## config.mk

```make
export PLATFORM = sky130hd
export DESIGN_NAME = burst_addr_seq
export DESIGN_NICKNAME = d
export VERILOG_FILES = /design/src/rtl/bseq_pkg.sv /design/src/rtl/bseq_cmd_arb.sv /design/src/rtl/bseq_fsm.sv /design/src/rtl/bseq_order.sv /design/src/rtl/burst_addr_seq.sv
export SDC_FILE = /design/constraint.sdc
export NUM_CORES = 1
export LEC_CHECK = 0
export BUFFER_PORTS_ARGS = -buffer_cell sky130_fd_sc_hd__buf_2
export CORE_ASPECT_RATIO = 1.4
export CORE_MARGIN = 8
export CORE_UTILIZATION = 49
export DETAILED_ROUTE_END_ITERATION = 10
export PLACE_DENSITY_LB_ADDON = 0.2
export REMOVE_ABC_BUFFERS = 1
export SETUP_SLACK_MARGIN = 0.02
export SLEW_MARGIN = 15
export SYNTH_ARGS = -nofsm -noshare
export SYNTH_HDL_FRONTEND = slang
export SYNTH_SLANG_ARGS = --single-unit
```

## constraint.sdc

```tcl
create_clock -name clk -period 3.3 [get_ports clk]
set_input_delay 0.33 -clock clk [delete_from_list [all_inputs] [get_ports clk]]
set_output_delay 0.33 -clock clk [all_outputs]
set_load 0.05 [all_outputs]
```

## src/rtl/bseq_pkg.sv

```systemverilog
package bseq_pkg;

    localparam int BURST_W = 2;

    typedef enum logic [1:0] {
        CMD_HOLD = 2'd0,
        CMD_LOAD = 2'd1,
        CMD_STEP = 2'd2
    } seq_cmd_e;

    typedef enum logic {
        ST_EMPTY = 1'b0,
        ST_BURST = 1'b1
    } seq_state_e;

endpackage

```

## src/rtl/bseq_cmd_arb.sv

```systemverilog
module bseq_cmd_arb
    import bseq_pkg::*;
(
    input  logic     cpu_strobe,
    input  logic     ctl_strobe,
    input  logic     adv,
    output seq_cmd_e cmd
);
    // Processor strobe first, controller strobe second, advance last
    always_comb begin
        if (cpu_strobe)      cmd = CMD_LOAD;
        else if (ctl_strobe) cmd = CMD_LOAD;
        else if (adv)        cmd = CMD_STEP;
        else                 cmd = CMD_HOLD;
    end
endmodule

```

## src/rtl/bseq_fsm.sv

```systemverilog
module bseq_fsm
    import bseq_pkg::*;
(
    input  logic       clk,
    input  logic       rst_n,
    input  seq_cmd_e   cmd,
    output seq_state_e state,
    output logic       load_en,
    output logic       step_en
);
    seq_state_e state_nx;

    always_ff @(posedge clk or negedge rst_n) begin
        if (!rst_n) state <= ST_EMPTY;
        else        state <= state_nx;
    end

    always_comb begin
        state_nx = state;
        unique case (state)
            ST_EMPTY: if (cmd == CMD_LOAD) state_nx = ST_BURST;
            ST_BURST: state_nx = ST_BURST;
            default:  state_nx = ST_EMPTY;
        endcase
    end

    // Output decode: advance before any load is ignored
    always_comb begin
        load_en = 1'b0;
        step_en = 1'b0;
        unique case (state)
            ST_EMPTY: load_en = (cmd == CMD_LOAD);
            ST_BURST: begin
                load_en = (cmd == CMD_LOAD);
                step_en = (cmd == CMD_STEP);
            end
            default: ;
        endcase
    end
endmodule

```

## src/rtl/bseq_order.sv

```systemverilog
module bseq_order #(
    parameter int BW = 2
) (
    input  logic [BW-1:0] start,
    input  logic [BW-1:0] count,
    input  logic          order_lin,
    output logic [BW-1:0] low
);
    logic [BW-1:0] lin_v;
    logic [BW-1:0] ilv_v;

    assign lin_v = start + count;   // modulo 2**BW wrap
    assign ilv_v = start ^ count;
    assign low   = order_lin ? lin_v : ilv_v;
endmodule

```

## src/rtl/burst_addr_seq.sv

```systemverilog
module burst_addr_seq
    import bseq_pkg::*;
#(
    parameter int ADDR_W = 20
) (
    input  logic              clk,
    input  logic              rst_n,
    input  logic              cpu_strobe,
    input  logic              ctl_strobe,
    input  logic              adv,
    input  logic              order_lin,
    input  logic [ADDR_W-1:0] ext_addr,
    output logic [ADDR_W-1:0] word_addr,
    output logic [1:0]        burst_pos
);
    localparam int LO_W = BURST_W;
    localparam int HI_W = ADDR_W - LO_W;

    seq_cmd_e      cmd;
    seq_state_e    state;
    logic          load_en;
    logic          step_en;
    logic [HI_W-1:0] hi_q;
    logic [LO_W-1:0] start_q;
    logic [LO_W-1:0] cnt_q;
    logic [LO_W-1:0] low_q;
    logic [LO_W-1:0] cnt_nx;
    logic [LO_W-1:0] low_nx;

    bseq_cmd_arb u_arb (
        .cpu_strobe (cpu_strobe),
        .ctl_strobe (ctl_strobe),
        .adv        (adv),
        .cmd        (cmd)
    );

    bseq_fsm u_fsm (
        .clk     (clk),
        .rst_n   (rst_n),
        .cmd     (cmd),
        .state   (state),
        .load_en (load_en),
        .step_en (step_en)
    );

    assign cnt_nx = cnt_q + 1'b1;   // wraps after four steps

    bseq_order #(.BW(LO_W)) u_order (
        .start     (start_q),
        .count     (cnt_nx),
        .order_lin (order_lin),
        .low       (low_nx)
    );

    always_ff @(posedge clk or negedge rst_n) begin
        if (!rst_n) begin
            hi_q    <= '0;
            start_q <= '0;
            cnt_q   <= '0;
            low_q   <= '0;
        end else if (load_en) begin
            hi_q    <= ext_addr[ADDR_W-1:LO_W];
            start_q <= ext_addr[LO_W-1:0];
            cnt_q   <= '0;
            low_q   <= ext_addr[LO_W-1:0];
        end else if (step_en) begin
            cnt_q   <= cnt_nx;
            low_q   <= low_nx;   // rule sampled at this edge
        end
    end

    assign word_addr = {hi_q, low_q};
    assign burst_pos = cnt_q;
endmodule

```

; After elaboration in Yosys (flattened, before gate mapping)
; Cells that the tools add are included.
[totals]
ramBits = 0
rom_bits = 0
latch_bits = 0
memories = 0
register_bits = 25
inputBits = 26
output_inout_bits = 22
[op_classes]
reduce_logical = 1
shift = 0
mux = 11
n_eq_ne = 2
n_addsub = 2
div_mod_pow = 0
multipliers = 0
order_cmp = 0
bitwise = 2
[op_table]
columns = cell, n
row1 = $mux W2, 8
row2 = $add A2 B1 Y2 const B, 1
row3 = $add A2 B2 Y2, 1
row4 = $eq A2 B1 Y1 const B, 1
row5 = $eq A2 B2 Y1 const B, 1
row6 = $mux W1, 2
row7 = $pmux W1 S2, 1
row8 = $reduce_bool A2 Y1, 1
row9 = $xor A2 B2 Y2, 1
row10 = $not A1 Y1, 1

; Depth between registers and ports, before layout
; Gate-level depths: netlist (run 1).
[depth]
depth_word = 7
depth_mapped = 5
depth_no_buf = 5

; Modules after synthesis
; From an unflattened synthesis (run 1), not the netlist that was laid out.
[unflattened]
cells_unflattened = 74
area_unflattened_um2 = 1098.6
[by_module_without_submodules]
columns = module, area_per_inst_um2, instances, cells_per_inst, seq_area_each_um2
row1 = burst_addr_seq, 998.5, 1, 63, 600.6
row2 = bseq_fsm, 52.6, 1, 5, 25.0
row3 = bseq_order, 33.8, 1, 4, 0.0
row4 = bseq_cmd_arb, 13.8, 1, 2, 0.0

; Worst setup path after synthesis (run 1)
; Ideal clock, no wire load.
[synth_path]
kind = register to register
start = reg cnt_q[0] (netlist: burst_pos[0])
end = reg low_q[1]
path_stages_with_launch = 6
synth_period_minus_slack_ns = 1.582
setup_slack_ns = 1.718
arrival_time_ns = 1.512
cell_sequence = dfrtp_1 inv_1 ha_1 a21bo_2 a211oi_1 nand3b_1
[synth_via]
elab_chain_len = 5
elab_cells_between_ends = 6
cone_classes = 2 x add/sub / 3 x mux / 1 x bitwise
[synth_rtl]
columns = item, line_no
row1 = "start, declared", burst_addr_seq.sv:25  ; logic [LO_W-1:0] cnt_q;
row2 = "start signal, assigned", burst_addr_seq.sv:67  ; cnt_q <= cnt_nx;
row3 = $add A2 B1 Y2 *, burst_addr_seq.sv:46  ; assign cnt_nx = cnt_q + 1'b1;
row4 = $add A2 B2 Y2 / $xor A2 B2 Y2 (equally long branches), "bseq_order.sv:12, bseq_order.sv:13"
row5 = $mux W2 *, bseq_order.sv:14  ; assign low = order_lin ? lin_v : ilv_v;
row6 = $mux W2 *, burst_addr_seq.sv:66  ; end else if (step_en) begin
row7 = $mux W2 *, burst_addr_seq.sv:61  ; end else if (load_en) begin
row8 = "end signal, assigned", burst_addr_seq.sv:65  ; low_q <= ext_addr[LO_W-1:0];
row9 = "end signal, assigned", burst_addr_seq.sv:68  ; low_q <= low_nx;
row10 = "end, declared", burst_addr_seq.sv:26  ; logic [LO_W-1:0] low_q;
; Mark *: on every way between the ends. The rest lies on a longest branch, timed or not. The select of a mux whose other input is x is not followed.
; A chain may end at the register's enable or synchronous reset.

; Worst setup path in the final report (run 1)
; Ends and elaborated chain as after synthesis.

==> results of run 1 <==
worst max-delay path: cells and delay by family (launching register included):
kind / cells / cell delay [ns]
compound gates: 2 / 0.44
flops: 1 / 0.43
fa+ha+maj: 1 / 0.22
simple gates: 1 / 0.14
buf+inv: 1 / 0.09
report_power, final:
| part | total (W) | switching (W) | internal [W] |
|---|---|---|---|
| clock network | 0.000124 | 0.0000774 | 0.0000470 |
| logic | 0.000179 | 0.000118 | 0.0000606 |
| registers | 0.000344 | 0.0000137 | 0.000330 |
final cells by class:
cell class	instances	area, sq um
repair buffers	47	235
well taps	22	27.5
clock buffers	4	26.3
multi-input cells	43	434
fillers	183	800
flip-flops and latches	25	626
inverters	1	3.75
layout by cell type (no fill, tap or decap), drive strengths merged, types with 2 or more instances in the layout:
cell type  netlist  routed
buf              3      47
clkbuf           0       4
dfrtp           25      25
mux2            18      18
nand2            4       4
nand3b           2       2
nor2             3       3
xor2             2       2
sequential cells by signal, summed over array words and instances, names as in the netlist:
name and flops:
hi_q 18, burst_pos 2, low_q 2, start_q 2, u_fsm.state 1
metrics by stage:
| step | power, W | area (sq um) | util, % |
|---|---|---|---|
| after floorplan | 0.000476 | 1060 | - |
| after global placement | 0.000527 | 1330 | 61.6 |
| after detailed placement | 0.000531 | 1330 | 61.6 |
| after CTS | 0.000659 | 1350 | 62.8 |
| after global routing | 0.000678 | 1350 | 62.8 |
| final | 0.000647 | 1350 | 62.8 |
layer usage:
| layer | vias to the layer above | GRT usage [%] | wire, um |
|---|---|---|---|
| met3 | 2 | 3.14 | 125 |
| met1 | 349 | 13.3 | 954 |
| li1 | 344 | - | - |
| met2 | 22 | 17.7 | 1120 |
| met4 | 0 | 4.02 | 17 |
| met5 | - | 0 | 0 |
cell families after synthesis:
group           share of synthesized area (%)
buf+inv                                  4.19
mux                                      24.7
xor+xnor                                 2.38
compound gates                           3.96
simple gates                             7.13
fa+ha+maj                                1.13
flops                                    56.6
how the worst max path moves through the flow:
stage / cells past startpoint / slack (ns) / start / end
global placement: 3 / 1.44 / ctl_strobe / hi_q[11]
finish: 5 / 1.93 / burst_pos[0] / low_q[1]
detailed placement: 3 / 1.39 / ctl_strobe / hi_q[11]
floorplan: 5 / 1.72 / burst_pos[0] / low_q[1]
global route: 5 / 1.84 / burst_pos[0] / low_q[1]
CTS: 3 / 1.74 / ctl_strobe / hi_q[11]
==> results.yml, run 1 <==
outcome:
  status: "finished, violations left"
  violations: "hold timing"
routing:
  drt_first_pass_iters: 4
  drc: 0
  drt_iter0_drc: 27
  wl_per_cell_um: 15.6
  wl_um: 2220
  drtAntennaViolNets: 0
  vias: 717
  vias_per_cell: 5.05
clock_network:
  clkTransAtPathRegs_ns: 0.12
  cts-buffers-inserted: 3
  post_cts_resized: 0
  cts-root-buf: "clkbuf_4"
  cts_tree: "yes"
  clock_sinks: 25
  clock_latency_ns: 0.29
  cts_setup_buffers: 0
  holdBufCountCts: 0
  clockBufferDepth: 2
  htreeDepth: 1
floorplanning:
  io_pins: 48
  die_width_um: 56.2
  start_util_pct: 51.4
  rows: 20
  die_h_um: 72.2
  dieArea_sq_mm: 0.00406
  core_region_area_sq_mm: 0.00215
worst_setup_path:
  path_max_fanout: 4
  reg2reg_depth: 5
  reg2reg_from: "burst_pos[0]"
  crit_arrival_ns: 1.61
  critical_path.cell_chain: "inv_1, ha_1, a21bo_2, a211oi_1, nand3b_1"
  required_ns: 3.54
  start_kind: "flip-flop"
  rrSetupSlack_ns: 1.93
  rr_endpoint: "low_q[1]"
  critPathMaxStageDelay_ns: 0.43
  slowest_stage: "dfrtp_1"
  crit_type: "flip-flop to flip-flop"
  endpoint_kind: "flip-flop"
run:
  cap_viol_max_count: 0
synth:
  ys_seq_area_share_pct: 56.6
  yosys_warnings: 0
  synth-main-ff-cell: "dfrtp_1"
  synth_common_cells: "25 x dfrtp_1, 16 x mux2_4, 4 x nand2_1"
  synthTopCellsByArea: "dfrtp_1 57%, mux2_4 22%, buf_6 2.0%, mux2_2 2.0%, buf_12 1.8%"
  synth_top_area_share_pct: 56.6
  ys_ff_latch: 25
  netlist_instances: 72
  avgSynthCellArea_sq_um: 15.4
  synth_most_common_cell: "dfrtp_1"
  synth-edff-count: 0
  synth-async-reset-ratio_pct: 100
  yosys.cell_types.count: 24
  yosysTopAreaCell: "dfrtp_1"
  synth.cell_area_sq_mm: 0.00111
layout:
  syn2layout_area_growth_pct: 22.3
  drive_above_1_share_pct: 58.3
  stdcell_count: 142
  nNetsFinal: 148
  antennaDiodeCount: 0
sta:
  setup_viol: 0
  rsz0062_at_grt: "no"
  fmax_ghz: 0.728
  timing.final.crit_share_pct: 41.6
  finalHoldViolCount: 25
  drv_slew: 0
  whs_ns: -0.00392
  period_needed_ns: 1.37
  worst_pin_slew_ns: 0.650
  tns_ns: 0
  fin_skew_ns: 0.000999
  setup_ws_ns: 1.93
  maxSlewHeadroom_pct: 56.7
global_routing:
  antenna_found_initial: 0
  grt_pass1_vias: 834
  track_usage_pct: 10.9
  grt_max_degree: 26
  overflow: 0
  grt_pass1_wl_um: 3710
place:
  numPortBuffers: 47
  dp.cells: 138
  place.gp.congestion: 0.824
  dp_hpwl_um: 1710
  preCtsSetupSlack_ns: 1.39
hold_path:
  min-delay-path-class: "primary input to async pin"
power_and_ir_drop:
  cellPowerDensity_mw_per_mm2: 478
  vdd_drop_max_mv: 0.317
  leakage_nw: 0.724
Power figures use the tool's default switching activity.
==> inputs of run 2 (changes only) <==
CORE_UTILIZATION = 46   (was 49)
clock period = 1.4 ns   (was 3.3 ns; I/O delays follow)
==> run 2 against run 1 <==
Compared with the run above: the flow now finishes without violations; count of clock-buffer cells in the layout fell by 1; flip-flop and latch count stayed put; wire length shrank 1.8%; largest cell class unchanged; highest routed layer unchanged.
==> results.yml, run 2 (same netlist as run 1, synthesis figures left out) <==
floorplanning:
  dieArea_sq_mm: 0.00425
  start_util_pct: 47.3
  die_width_um: 57.4
  core_region_area_sq_mm: 0.00234
  rows: 21
  io_pins: 48
  die_h_um: 74.0
global_routing:
  antenna_found_initial: 0
  grt_max_degree: 26
  overflow: 0
  grt_pass1_vias: 845
  track_usage_pct: 11.0
  grt_pass1_wl_um: 3740
worst_setup_path:
  reg2reg_depth: 5
  path_max_fanout: 3
  critPathMaxStageDelay_ns: 0.40
  crit_arrival_ns: 1.52
  start_kind: "flip-flop"
  rr_endpoint: "low_q[1]"
  path_delay_family: "flip-flops"
  crit_type: "flip-flop to flip-flop"
  rrSetupSlack_ns: 0.14
  reg2reg_from: "burst_pos[0]"
  slowest_stage: "dfrtp_1"
  required_ns: 1.66
  endpoint_kind: "flip-flop"
  worst-path-buf-inv: 1
  critical_path.cell_chain: "inv_1, ha_1, a21bo_2, a211oi_2, nand3b_1"
clock_network:
  clkTransAtPathRegs_ns: 0.14
  cts_tree: "yes"
  clock_sinks: 25
  cts-root-buf: "clkbuf_4"
  htreeDepth: 1
  clock_latency_ns: 0.31
  clockBufferDepth: 2
  cts-buffers-inserted: 3
place:
  dp_hpwl_um: 1680
  place.gp.congestion: 0.850
  dp.cells: 140
  numPortBuffers: 47
  place_area_sq_mm: 0.00135
  preCtsSetupSlack_ns: 0.118
sta:
  period_needed_ns: 1.26
  setup_viol: 0
  timing.final.crit_share_pct: 89.8
  worst_pin_slew_ns: 0.539
  maxSlewHeadroom_pct: 64.1
  setup_ws_ns: 0.143
  drv_slew: 0
  rsz0062_at_grt: "no"
  finalHoldViolCount: 0
  fin_skew_ns: 0.00823
  fmax_ghz: 0.796
layout:
  final_area_sq_mm: 0.00140
  drive_above_1_share_pct: 59.3
  stdcell_count: 146
  nNetsFinal: 151
  final_common_cell: "buf_2"
  antennaDiodeCount: 0
  largest_reg_flops: 18
  top_register: "hi_q"
  layout_common_cells: "47 x buf_2, 25 x dfrtp_1, 16 x mux2_4"
  syn2layout_area_growth_pct: 26.6
routing:
  drc: 0
  vias_per_cell: 5.04
  wl_um: 2180
  wl_per_cell_um: 14.9
  drt_iter0_drc: 3
  drtAntennaViolNets: 0
  drt_first_pass_iters: 2
  vias: 736
power_and_ir_drop:
  pwr-share-clk_pct: 20.5
  cellPowerDensity_mw_per_mm2: 1110
  p_switching_w: 0.000523
  pwr-share-comb_pct: 27.7
  switching_share_pct: 33.5
  leakage_nw: 0.742
  internal-power_w: 0.00104
  seqPwrFrac_pct: 51.7
  vdd_drop_max_mv: 0.692
hold_path:
  hold_start: "ext_addr[0]"
  holdPathEnd: "start_q[0]"
  hold_depth: 3
  min-delay-path-class: "primary input to flip-flop"
outcome:
  status: "finished, final reports clean"
run:
  cap_viol_max_count: 0
-- run 2: changes by cell type in the layout (fill, tap and decap cells not counted) --
cell / previous run / this run
buf_4: 0 / 1
a211oi_2: 0 / 1
or2_2: 1 / 0
clkinvlp_4: 0 / 1
clkbuf_1: 1 / 0
buf_12: 0 / 1
dlygate4sd3_1: 0 / 1
a211oi_1: 1 / 0
or2_1: 0 / 1
-- run 2: worst max-delay path by stage --
stage	start	endpoint	slack [ns]	depth (start not counted)
6_report	burst_pos[0]	low_q[1]	0.14	5
5_1_grt	burst_pos[0]	low_q[1]	0.03	5
4_1_cts	burst_pos[0]	low_q[1]	0.09	5
3_5_place_dp	burst_pos[0]	low_q[1]	0.12	5
3_3_place_gp	burst_pos[0]	low_q[1]	0.17	5
2_1_floorplan	burst_pos[0]	low_q[1]	-0.18	5
-- run 2: metrics by stage --
step	hold WS, ns	util [%]	power [W]	setup TNS (ns)
6_report	0.0348	59.9	0.00156	0
2_1_floorplan	-0.156	-	0.00112	-0.213
3_3_place_gp	0.157	57.6	0.00125	0
5_1_grt	0.0291	59.9	0.00163	0
4_1_cts	0.0275	59.3	0.00158	0
3_5_place_dp	0.157	57.6	0.00125	0
-- run 2: per-layer routing --
layer | up-vias | track usage, % | routed length [um]
met2 | 22 | 19.1 | 1110
met4 | 0 | 5.03 | 19
li1 | 353 | - | -
met3 | 2 | 2.94 | 135
met5 | - | 0 | 0
met1 | 359 | 12.2 | 918
-- run 2: cell type report --
class                           instances  area [sq um]
Timing Repair Buffer                   50           273
Clock inverter                          1          7.51
Tap cell                               23          28.8
Sequential cell                        25           626
Clock buffer                            3          22.5
Inverter                                1          3.75
Fill cell                             196           938
Multi-Input combinational cell         43           439
-- run 2: power by group through the flow --
| stage | Combinational [W] | Sequential [W] | Clock (W) |
|---|---|---|---|
| final | 0.000433 | 0.000807 | 0.000320 |
| after global routing | 0.000459 | 0.000816 | 0.000359 |
| after CTS | 0.000435 | 0.000809 | 0.000334 |
| after detailed placement | 0.000433 | 0.000821 | 0 |
| after global placement | 0.000428 | 0.000819 | 0 |
| after floorplan | 0.000116 | 0.00101 | 0 |
-- run 2: timing repair --
item                                   CTS  global route
hold buffers                             1             0
resized for setup                        0             1
endpoints found under the hold margin   25             0
setup endpoints to repair                0             1
buffers inserted                         0             1
-- run 2: worst min-delay path, delay by kind of cell --
family                 cells  cell delay [ns]
buffers and inverters      1             0.08
and+or+nand+nor            2             0.11
==> inputs of run 3 (changes only) <==
SYNTH_HIERARCHICAL = 1   (was not set)
==> run 3 against run 2 <==
Compared with the run above: total power grew 5.0%; non-clock buffer count grew 2; critical path depth is the same; first-iteration DRC count grew to 8.0 times the previous value; global-route usage shrank 0.77 points; synthesized cell count grew 2.8%; utilization shrank 0.054 points; sequential power grew 2%; design area is essentially flat; critical endpoint unchanged.
==> results.yml, run 3 <==
sta:
  worst_pin_slew_ns: 0.538
  setup_viol: 0
  fin_skew_ns: 0.00769
  whs_ns: 0.0356
  tns_ns: 0
  maxSlewHeadroom_pct: 64.1
  fmax_ghz: 0.783
  finalHoldViolCount: 0
  drv_slew: 0
  rsz0062_at_grt: "no"
  timing.final.crit_share_pct: 91.2
  period_needed_ns: 1.28
worst_setup_path:
  required_ns: 1.64
  path_max_fanout: 5
  start_kind: "flip-flop"
  crit_type: "flip-flop to flip-flop"
  crit_arrival_ns: 1.52
  endpoint_kind: "flip-flop"
place:
  place.gp.congestion: 0.706
  dp.cells: 142
  numPortBuffers: 47
  dp_hpwl_um: 1620
layout:
  fillerInstances: 208
  antennaDiodeCount: 0
  final_common_cell: "buf_2"
  stdcell_count: 149
  largest_reg_flops: 18
  drive_above_1_share_pct: 59.5
  syn2layout_area_growth_pct: 27.3
  multiInputGateArea_sq_um: 414
  top_register: "hi_q"
  fin_util_pct: 59.8
  layout_common_cells: "47 x buf_2, 24 x dfrtp_1, 12 x mux2_4"
  regArea_sq_um: 627
  nNetsFinal: 154
global_routing:
  track_usage_pct: 10.2
  grt_pass1_vias: 815
  antenna_found_initial: 0
  grt_pass1_wl_um: 3460
  overflow: 0
  grt_max_degree: 28
clock_network:
  cts-root-buf: "clkbuf_4"
  cts-buffers-inserted: 3
  cts_tree: "yes"
  clock_sinks: 25
  clockBufferDepth: 2
  clock_latency_ns: 0.32
  htreeDepth: 1
  clkTransAtPathRegs_ns: 0.14
routing:
  drt_iter0_drc: 24
  vias: 730
  vias_per_cell: 4.90
  wl_met3_um: 152
  met2WireLength_um: 1120
  drc: 0
  drt-met1-wl_um: 787
  wl_um: 2080
  drt_first_pass_iters: 2
  wl_per_cell_um: 14.0
  top_layer_used: "met4"
  drtAntennaViolNets: 0
synth:
  synth_common_cells: "25 x dfrtp_1, 12 x mux2_4, 6 x mux2_2"
  synth-edff-count: 0
  ys_seq_area_share_pct: 56.9
  synth.cell_area_sq_mm: 0.00110
  yosys.cell_types.count: 20
  synth-main-ff-cell: "dfrtp_1"
  yosys_warnings: 6
  synthTopCellsByArea: "dfrtp_1 57%, mux2_4 16%, mux2_2 6.2%, buf_6 2.1%, buf_12 1.8%"
  synth-async-reset-ratio_pct: 100
  synth_most_common_cell: "dfrtp_1"
  avgSynthCellArea_sq_um: 14.8
  synth_top_area_share_pct: 56.9
  ys_ff_latch: 25
  netlist_instances: 74
  yosysTopAreaCell: "dfrtp_1"
floorplanning:
  die_h_um: 73.8
  dieArea_sq_mm: 0.00423
  rows: 21
  die_width_um: 57.3
  core_region_area_sq_mm: 0.00234
  io_pins: 48
  start_util_pct: 47.0
run:
  cap_viol_max_count: 0
power_and_ir_drop:
  cellPowerDensity_mw_per_mm2: 1170
  leakage_nw: 0.730
  vdd_drop_max_mv: 0.856
outcome:
  status: "finished, final reports clean"
hold_path:
  min-delay-path-class: "primary input to flip-flop"
## run 3: repair_timing
action | CTS | global route
hold endpoints to repair | 25 | 0
setup buffers | 0 | 2
gates resized for setup | 0 | 1
hold buffers | 1 | 0
setup endpoints to repair | 0 | 1
## run 3: logic make-up (layout without fill, tap and decap cells)
kind of cell,Yosys count,in the layout,synth area share [%]
xor+xnor,4,4,3.19
buf+inv,7,59,5.35
simple gates,11,11,5.81
fa+ha+maj,1,1,1.14
mux,20,20,24.4
flops,25,25,56.9
compound gates,6,6,3.19
## run 3: per-stage QoR
| stage | instance area, sq um | total power [W] | setup WS (ns) |
|---|---|---|---|
| finish | 1400 | 0.00164 | 0.123 |
| global placement | 1340 | 0.00133 | 0.0673 |
| CTS | 1380 | 0.00166 | 0.0567 |
| floorplan | 1050 | 0.00119 | -0.0980 |
| global route | 1400 | 0.00171 | 0.0304 |
| detailed placement | 1340 | 0.00134 | -0.00834 |
## run 3: worst paths after layout
check	from	endpoint	slack, ns	cells past startpoint
setup / recovery	burst_pos[0]	low_q[1]	0.12	5
hold / removal	ext_addr[0]	start_q[0]	0.04	3
setup reg to reg	burst_pos[0]	low_q[1]	0.12	5
hold reg to reg	u_fsm/state	u_fsm/state	0.49	1
max in group asynchronous	rst_n	burst_pos[0]	0.70	2
min in group asynchronous	rst_n	hi_q[13]	0.32	2
## run 3: final cells by class
type | instances | area share, %
well taps | 23 | 2.06
multi-input cells | 42 | 29.6
inverters | 3 | 0.805
repair buffers | 52 | 20.6
flip-flops and latches | 25 | 44.8
clock buffers | 3 | 1.61
clock inverters | 1 | 0.537
## run 3: critical path, cell delays in order (launching register included)
cell and delay [ns]:
dfrtp_2 0.46, xor2_1 0.18, xor2_1 0.19, xnor2_1 0.14, mux2i_1 0.09, o21ai_0 0.14
## run 3: layer usage
layer	global-route usage, %	vias to the layer above
li1	-	348
met1	10.8	355
met2	17.9	23
met3	3.68	4
met4	4.19	0
met5	0	-
## run 3: where the power goes
part | total, W | internal, W | switching (W)
clock network | 0.000323 | 0.000109 | 0.000214
logic | 0.000494 | 0.000170 | 0.000324
registers | 0.000823 | 0.000789 | 0.0000341
total | 0.00164 | 0.00107 | 0.000572
